===== config.mk =====
export PLATFORM = sky130hd
export DESIGN_NAME = f64_to_f32_rto
export DESIGN_NICKNAME = d
export VERILOG_FILES = /design/src/rtl/rto_pkg.sv /design/src/rtl/rto_classify.sv /design/src/rtl/rto_sticky_shift.sv /design/src/rtl/rto_narrow.sv /design/src/rtl/f64_to_f32_rto.sv
export SDC_FILE = /design/constraint.sdc
export NUM_CORES = 1
export LEC_CHECK = 0
export ABC_AREA = 0
export BUFFER_PORTS_ARGS = -buffer_cell sky130_fd_sc_hd__buf_2
export CAP_MARGIN = 30
export CELL_PAD_IN_SITES_DETAIL_PLACEMENT = 0
export CELL_PAD_IN_SITES_GLOBAL_PLACEMENT = 1
export CORE_ASPECT_RATIO = 1.25
export CORE_MARGIN = 10
export CORE_UTILIZATION = 42
export CTS_BUF_LIST = sky130_fd_sc_hd__clkbuf_2
export CTS_CLUSTER_DIAMETER = 40
export CTS_CLUSTER_SIZE = 8
export DETAILED_ROUTE_END_ITERATION = 10
export GPL_TIMING_DRIVEN = 0
export PLACE_DENSITY_LB_ADDON = 0.1
export RECOVER_POWER = 25
export SLEW_MARGIN = 20
export SYNTH_ARGS = -nofsm -noshare
export SYNTH_HDL_FRONTEND = slang
export SYNTH_SLANG_ARGS = --single-unit

===== constraint.sdc =====
create_clock -name clk -period 11.15 [get_ports clk]
set_input_delay 1.6725 -clock clk [delete_from_list [all_inputs] [get_ports clk]]
set_output_delay 1.6725 -clock clk [all_outputs]
set_load 0.05 [all_outputs]

===== src/rtl/rto_pkg.sv =====
package rto_pkg;

  // Default source and destination formats.
  localparam int F64_EXP_W  = 11;
  localparam int F64_FRAC_W = 52;
  localparam int F32_EXP_W  = 8;
  localparam int F32_FRAC_W = 23;

  // Exception flags, MSB first: invalid, overflow, underflow, inexact.
  typedef struct packed {
    logic invalid;
    logic overflow;
    logic underflow;
    logic inexact;
  } exc_flags_t;

  // Operand categories as seen by the narrowing datapath.
  typedef enum logic [2:0] {
    CLS_ZERO,
    CLS_TINY_SRC,
    CLS_NORMAL,
    CLS_INF,
    CLS_QNAN,
    CLS_SNAN
  } opclass_t;

endpackage


===== src/rtl/rto_classify.sv =====
module rto_classify
  import rto_pkg::*;
#(
  parameter int EXP_W  = F64_EXP_W,
  parameter int FRAC_W = F64_FRAC_W,
  localparam int WORD_W = 1 + EXP_W + FRAC_W
) (
  input  logic [WORD_W-1:0] operand,
  output opclass_t          cls,
  output logic              sign,
  output logic [EXP_W-1:0]  exp,
  output logic [FRAC_W-1:0] frac
);

  assign sign = operand[WORD_W-1];
  assign exp  = operand[WORD_W-2 -: EXP_W];
  assign frac = operand[FRAC_W-1:0];

  always_comb begin
    if (exp == '0) begin
      cls = (frac == '0) ? CLS_ZERO : CLS_TINY_SRC;
    end else if (&exp) begin
      if (frac == '0)           cls = CLS_INF;
      else if (frac[FRAC_W-1])  cls = CLS_QNAN;
      else                      cls = CLS_SNAN;
    end else begin
      cls = CLS_NORMAL;
    end
  end

endmodule


===== src/rtl/rto_sticky_shift.sv =====
module rto_sticky_shift #(
  parameter int W    = 23,
  parameter int SH_W = 5
) (
  input  logic [W-1:0]    din,
  input  logic [SH_W-1:0] amt,
  output logic [W-1:0]    dout,
  output logic            lost
);

  logic [W-1:0] stage [SH_W+1];
  logic [SH_W:0] stk;

  assign stage[0] = din;
  assign stk[0]   = 1'b0;

  for (genvar g = 0; g < SH_W; g++) begin : g_stage
    localparam int STEP = 1 << g;
    if (STEP >= W) begin : g_flush
      assign stage[g+1] = amt[g] ? '0 : stage[g];
      assign stk[g+1]   = stk[g] | (amt[g] & (|stage[g]));
    end else begin : g_shift
      assign stage[g+1] = amt[g] ? (stage[g] >> STEP) : stage[g];
      assign stk[g+1]   = stk[g] | (amt[g] & (|stage[g][STEP-1:0]));
    end
  end

  assign dout = stage[SH_W];
  assign lost = stk[SH_W];

endmodule


===== src/rtl/rto_narrow.sv =====
module rto_narrow
  import rto_pkg::*;
#(
  parameter int SRC_EXP_W  = F64_EXP_W,
  parameter int SRC_FRAC_W = F64_FRAC_W,
  parameter int DST_EXP_W  = F32_EXP_W,
  parameter int DST_FRAC_W = F32_FRAC_W,
  localparam int DST_W = 1 + DST_EXP_W + DST_FRAC_W
) (
  input  opclass_t              cls,
  input  logic                  sign,
  input  logic [SRC_EXP_W-1:0]  exp,
  input  logic [SRC_FRAC_W-1:0] frac,
  output logic [DST_W-1:0]      result,
  output exc_flags_t            flags
);

  localparam int SRC_BIAS    = (1 << (SRC_EXP_W - 1)) - 1;
  localparam int DST_BIAS    = (1 << (DST_EXP_W - 1)) - 1;
  localparam int BIAS_DIFF   = SRC_BIAS - DST_BIAS;
  localparam int DST_EXP_TOP = (1 << DST_EXP_W) - 1;
  localparam int FRAC_DROP   = SRC_FRAC_W - DST_FRAC_W;
  localparam int SH_W        = $clog2(DST_FRAC_W + 1);
  localparam int SH_SAT      = (1 << SH_W) - 1;

  localparam logic [SRC_EXP_W-1:0] EXP_OVF      = SRC_EXP_W'(BIAS_DIFF + DST_EXP_TOP);
  localparam logic [SRC_EXP_W-1:0] EXP_MIN_NORM = SRC_EXP_W'(BIAS_DIFF + 1);
  localparam logic [SRC_EXP_W-1:0] EXP_SUB_BASE = SRC_EXP_W'(BIAS_DIFF);
  localparam logic [SRC_EXP_W-1:0] SH_SAT_E     = SRC_EXP_W'(SH_SAT);
  localparam logic [DST_EXP_W-1:0] EXP_MAXFIN   = DST_EXP_W'(DST_EXP_TOP - 1);

  // Normal-range path: rebias and truncate.
  logic [DST_EXP_W-1:0]  norm_exp;
  logic [DST_FRAC_W-1:0] norm_frac;
  logic                  norm_lost;

  assign norm_exp  = DST_EXP_W'(exp - EXP_SUB_BASE);
  assign norm_frac = frac[SRC_FRAC_W-1 -: DST_FRAC_W];
  assign norm_lost = |frac[FRAC_DROP-1:0];

  // Tiny path: a fixed drop of FRAC_DROP+1 bits, then a variable shift.
  logic [SRC_EXP_W-1:0]  sub_dist;
  logic [SH_W-1:0]       sub_sh;
  logic [DST_FRAC_W-1:0] sub_sig;
  logic [DST_FRAC_W-1:0] sub_frac;
  logic                  sub_fixed_lost;
  logic                  sub_shift_lost;
  logic                  sub_lost;

  assign sub_dist       = EXP_SUB_BASE - exp;
  assign sub_sh         = (sub_dist > SH_SAT_E) ? SH_W'(SH_SAT) : sub_dist[SH_W-1:0];
  assign sub_sig        = {1'b1, frac[SRC_FRAC_W-1 -: DST_FRAC_W-1]};
  assign sub_fixed_lost = |frac[FRAC_DROP:0];
  assign sub_lost       = sub_fixed_lost | sub_shift_lost;

  rto_sticky_shift #(
    .W    (DST_FRAC_W),
    .SH_W (SH_W)
  ) u_shift (
    .din  (sub_sig),
    .amt  (sub_sh),
    .dout (sub_frac),
    .lost (sub_shift_lost)
  );

  always_comb begin
    result = '0;
    flags  = '0;
    unique case (cls)
      CLS_ZERO: begin
        result = {sign, {(DST_W-1){1'b0}}};
      end
      CLS_INF: begin
        result = {sign, {DST_EXP_W{1'b1}}, {DST_FRAC_W{1'b0}}};
      end
      CLS_QNAN, CLS_SNAN: begin
        result        = {sign, {DST_EXP_W{1'b1}}, 1'b1, frac[SRC_FRAC_W-2 -: DST_FRAC_W-1]};
        flags.invalid = (cls == CLS_SNAN);
      end
      CLS_TINY_SRC: begin
        result          = {sign, {(DST_W-1){1'b0}}};
        flags.underflow = 1'b1;
        flags.inexact   = 1'b1;
      end
      default: begin
        if (exp >= EXP_OVF) begin
          result         = {sign, EXP_MAXFIN, {DST_FRAC_W{1'b1}}};
          flags.overflow = 1'b1;
          flags.inexact  = 1'b1;
        end else if (exp >= EXP_MIN_NORM) begin
          result        = {sign, norm_exp, norm_frac};
          flags.inexact = norm_lost;
        end else begin
          result          = {sign, {DST_EXP_W{1'b0}}, sub_frac};
          flags.inexact   = sub_lost;
          flags.underflow = sub_lost;
        end
      end
    endcase
    // Round to odd: any lost precision makes the encoding odd.
    if (flags.inexact) result[0] = 1'b1;
  end

endmodule


===== src/rtl/f64_to_f32_rto.sv =====
module f64_to_f32_rto
  import rto_pkg::*;
#(
  parameter int SRC_EXP_W  = F64_EXP_W,
  parameter int SRC_FRAC_W = F64_FRAC_W,
  parameter int DST_EXP_W  = F32_EXP_W,
  parameter int DST_FRAC_W = F32_FRAC_W,
  localparam int SRC_W  = 1 + SRC_EXP_W + SRC_FRAC_W,
  localparam int DST_W  = 1 + DST_EXP_W + DST_FRAC_W,
  localparam int FLAG_W = $bits(exc_flags_t)
) (
  input  logic              clk,
  input  logic              rst,
  input  logic              in_valid,
  output logic              in_ready,
  input  logic [SRC_W-1:0]  in_data,
  input  logic [FLAG_W-1:0] flags_in,
  output logic              out_valid,
  output logic [DST_W-1:0]  out_data,
  output logic [FLAG_W-1:0] out_flags
);

  localparam logic [DST_W-2:0] MAG_MAXFIN =
    {DST_EXP_W'((1 << DST_EXP_W) - 2), {DST_FRAC_W{1'b1}}};

  opclass_t               cls;
  logic                   src_sign;
  logic [SRC_EXP_W-1:0]   src_exp;
  logic [SRC_FRAC_W-1:0]  src_frac;
  logic [DST_W-1:0]       n_result;
  exc_flags_t             n_flags;
  logic                   ready_q;
  logic                   accept;

  rto_classify #(
    .EXP_W  (SRC_EXP_W),
    .FRAC_W (SRC_FRAC_W)
  ) u_classify (
    .operand (in_data),
    .cls     (cls),
    .sign    (src_sign),
    .exp     (src_exp),
    .frac    (src_frac)
  );

  rto_narrow #(
    .SRC_EXP_W  (SRC_EXP_W),
    .SRC_FRAC_W (SRC_FRAC_W),
    .DST_EXP_W  (DST_EXP_W),
    .DST_FRAC_W (DST_FRAC_W)
  ) u_narrow (
    .cls    (cls),
    .sign   (src_sign),
    .exp    (src_exp),
    .frac   (src_frac),
    .result (n_result),
    .flags  (n_flags)
  );

  assign in_ready = ready_q;
  assign accept   = in_valid & ready_q;

  always_ff @(posedge clk) begin
    if (rst) begin
      ready_q   <= 1'b0;
      out_valid <= 1'b0;
      out_data  <= '0;
      out_flags <= '0;
    end else begin
      ready_q   <= 1'b1;
      out_valid <= accept;
      if (accept) begin
        out_data  <= n_result;
        out_flags <= flags_in | FLAG_W'(n_flags);
      end
    end
  end

  // one result per accepted operand, exactly one cycle later.
  a_r1_valid_follows_accept: assert property (@(posedge clk) disable iff (rst)
    out_valid == $past(in_valid && in_ready));

  // ready comes up after reset and stays up.
  a_r1_ready_after_reset: assert property (@(posedge clk) disable iff (rst)
    !rst |=> in_ready);

  // incoming sticky bits survive.
  a_r9_flags_sticky: assert property (@(posedge clk) disable iff (rst)
    out_valid |-> ((out_flags & $past(flags_in)) == $past(flags_in)));

  // an even result means no new inexact flag.
  a_r3_even_means_exact: assert property (@(posedge clk) disable iff (rst)
    (out_valid && !out_data[0]) |-> (out_flags[0] == $past(flags_in[0])));

  // a newly raised overflow comes with the largest finite magnitude.
  a_r4_overflow_saturates: assert property (@(posedge clk) disable iff (rst)
    (out_valid && out_flags[2] && !$past(flags_in[2]))
      |-> (out_data[DST_W-2:0] == MAG_MAXFIN && out_flags[0]));

  // a newly raised underflow comes with inexact and a zero exponent field.
  a_r5_underflow_tiny: assert property (@(posedge clk) disable iff (rst)
    (out_valid && out_flags[1] && !$past(flags_in[1]))
      |-> (out_flags[0] && out_data[DST_W-2 -: DST_EXP_W] == '0));

  // every NaN leaving the block is quiet.
  a_r7_nan_quiet: assert property (@(posedge clk) disable iff (rst)
    (out_valid && (&out_data[DST_W-2 -: DST_EXP_W]) && (|out_data[DST_FRAC_W-1:0]))
      |-> out_data[DST_FRAC_W-1]);

endmodule


==> metrics.md <==
| Metric | Value |
|---|---|
| Status | `complete, no violations` |
| Final wirelength | `20.6 mm` |
| Post-synthesis compound-gate area fraction | `39.1%` |
| Worst min-delay path class | `flop to flop` |
| DP HPWL | `16.5 mm` |
| Die H | `134 microns` |
| Syn Area/Cell | `6.92 sq um` |
| Mapped Cells | `626` |
| HP Start | `out_data[30]` |
| Worst R2R Start | `in_ready` |
| Cts hold-fix bufs | `0` |
| Largest family of logic cells by synthesized area | `compound AO/OA/AOI/OAI gates` |
| Register bit count reported by yosys | `38` |
| Slew margin rel. | `46.2%` |
| FP Rows | `41` |
| Number of synthesized flops with an enable pin | `0` |
| Global-route wire length before repair | `31.7 mm` |
| YS warnings | `0` |
| Final Hold Viols | `0` |
| Worst path required time | `11.43 ns` |
| Initial DRC Count | `556` |
| Vias in the first global route | `5533` |
| Io pins | `109` |
| Number of library cell types mapped by synthesis | `84` |
| Postcts setup bufs | `0` |
| CTS buffer count | `5` |
| Largest net degree at the start of global routing | `11` |
| CTS Root Cell | `clkbuf_2` |
| Via/cell ratio | `6.54` |
| Post-CTS sizing | `0` |
| Setup Skew | `0.00537 ns` |
| CP max stage cell | `clkbuf_1` |
| Routed Antenna Nets | `0` |
| Register-to-register setup slack | `9.29 ns` |
| WP buf/inv | `7` |
| Reg2reg end | `out_flags[1]` |
| Total power | `397 uW` |
| WL/cell | `24.0 microns` |
| Reg clk slew, reported paths | `0.16 ns` |
| Setup crit end kind | `flop` |
| PD cells | `79.3 nW/um^2` |
| Chip Width | `111 microns` |
| Nets | `806` |
| Post-Syn Area | `4330 sq um` |
| DRC viols | `0` |
| Worst hold path endpoint | `out_data[30]` |
| Pre-Repair DR Iteration Count | `6` |
| F_max | `158 MHz` |
| RSZ-0062 raised after global routing | `no` |
| Crit path kind | `input pin to flop` |
| Final setup TNS | `0 ns` |
| CTS Sinks | `38` |
| Share of synthesized area spent on multiplexers | `3.84%` |
| Commonest non-fill, non-tap cells in the layout | `buf_2 (85), nor2_1 (79), a21oi_1 (65)` |
| Hold depth | `2` |
| FFs w/ async S/R, synth | `0%` |
| Commonest non-fill, non-tap cell in the layout | `buf_2` |
| Skew-Pair Late Insertion Delay | `0.37 ns` |
| Crit path largest cell delay | `0.44 ns` |
| CTS tree | `yes` |
| All-Layer GR Usage | `26.2%` |
| Max-cap violations | `0` |
| WP data arrival | `6.61 ns` |
| Ratio of cells with drive above 1 in the final layout | `18.6%` |
| Clock period minus worst slack | `6.33 ns` |
| DR vias | `5628` |
| Clock Path Buffers | `2` |
| DIE AREA | `14800 sq um` |
| Worst VDD drop | `0.0843 mV` |
| PortBufs | `99` |
| Length in cells of the worst reg-to-reg path | `7` |
| Antenna Cells | `0` |
| Gpl congestion | `1.04` |
| Lkg Pwr | `1.90 nW` |
| Share of the yosys chip area belonging to registers | `17.6%` |
| Final setup viols | `0` |
| Post-synthesis simple-gate area fraction | `31.1%` |
| Initial antenna violation count | `0` |
| Final slew viol count | `0` |
| Tightest Pin Transition | `0.805 ns` |
| Core Area | `10100 sq um` |
| Final global-route overflow total | `0` |
| Starting density of the core | `42.9%` |
| Post-Synth XOR/XNOR Area | `1.01%` |
| Area growth syn-to-layout | `15.6%` |
| Critical path peak fanout | `10` |
| Final Cycle Share | `56.8%` |
| Critical Path Start Type | `input pin` |
| Synth Area in Adders | `0.866%` |
| Fillers | `1094` |
| Crit path max-delay family | `simple AND/OR/NAND/NOR gates` |
| Most common flop cell mapped by yosys | `dfxtp_1` |
| H-tree depth | `2` |
| Synthesized Nets | `700` |
| CP Cell Sequence | `buf_2, buf_4, inv_1, clkbuf_1, ha_1, buf_4, or3b_4, nor4_4, o31a_4, nand3_2, nor2_1, clkbuf_1, mux2i_1, inv_1, nor4b_1, nand2_1, nor4_4, a211oi_1, o221a_1` |
[cell type report]
type                            count  area, sq um  share of cell area, %
Multi-Input combinational cell    525         3300                   65.8
Sequential cell                    38          761                   15.2
Timing Repair Buffer               99          472                   9.42
Buffer                             48          228                   4.55
Tap cell                          129          161                   3.22
Inverter                           15         56.3                   1.12
Clock buffer                        7         35.0                  0.699
[worst max-delay path by stage]
stage	from	endpoint	cells after the start
3_3_place_gp	in_data[52]	out_flags[0]	19
3_5_place_dp	in_data[52]	out_flags[0]	19
4_1_cts	in_data[52]	out_flags[0]	19
6_report	in_data[52]	out_flags[0]	19
2_1_floorplan	in_data[52]	out_flags[0]	18
5_1_grt	in_data[52]	out_flags[0]	19
[through the flow]
stage                     util, %  hold WS [ns]  worst slack [ns]  instance area, sq um  std cells
final                        49.6         0.482              4.82                  5010        861
after global routing         49.6         0.502              4.63                  5010        861
after CTS                    49.8         0.484              4.94                  5030        861
after detailed placement     49.5         0.458              4.52                  5000        854
after global placement       49.4         0.446              4.50                  4990        854
after floorplan                 -         0.671              5.56                  4330        626
[state kept, by name, summed over array words and instances (netlist names)]
signal	cells
out_data	32
in_ready	1
out_flags	4
out_valid	1
[where the power goes]
part	internal [mW]	total, mW	switching (mW)
sequential	0.145	0.149	0.00438
combinational	0.0560	0.192	0.136
clock	0.0163	0.0563	0.0400
total	0.217	0.397	0.180
[metal layers]
| metal | vias up | GRT usage (%) | routed length (microns) |
|---|---|---|---|
| met5 | - | 0 | 0 |
| met4 | 0 | 17.8 | 1340 |
| met3 | 86 | 3.41 | 1790 |
| met2 | 355 | 43.2 | 9670 |
| met1 | 2601 | 30.9 | 7830 |
| li1 | 2586 | - | - |
[tightest hold or removal path, delay by kind of cell (launching register included)]
family	cells	cell delay, ns
compound gates	1	0.06
flops	1	0.35
simple gates	1	0.05
[synthesized netlist by cell type, types with 3 or more instances]
cell,count,share of area [%]
a32oi_1,5,1.0
nand3b_1,3,0.52
clkbuf_1,33,2.9
a41oi_1,4,0.81
a21oi_1,65,7.5
mux2i_1,11,2.5
a211oi_1,6,1.0
nor4_4,5,2.5
and3_1,3,0.43
a221oi_1,11,2.2
mux2_2,5,1.3
o22ai_1,5,0.72
o221ai_1,6,1.2
nor2b_1,5,0.72
buf_4,5,0.87
a31o_2,3,0.61
nor2_1,79,6.8
nor3_1,35,4.0
nand2_1,62,5.4
dfxtp_1,38,18
o31ai_1,6,1.0
nor4_1,12,1.7
o211ai_1,9,1.6
xnor2_1,3,0.61
a21o_1,9,1.6
inv_1,14,1.2
a31oi_1,9,1.3
o31a_1,3,0.61
o21ai_0,60,6.9
and2_1,6,0.87
o21a_1,3,0.52
or3_1,6,0.87
buf_6,3,0.78
ha_1,3,0.87
a2bb2oi_1,4,0.81
a22oi_1,3,0.52
buf_2,5,0.58
nand4_1,8,1.2
nand3_1,13,1.5
[cell families after synthesis]
family,after synthesis
buf+inv,63
simple gates,258
xor+xnor,5
flops,38
compound gates,243
fa+ha+maj,3
mux,16
(Power assumes the default switching activity.)
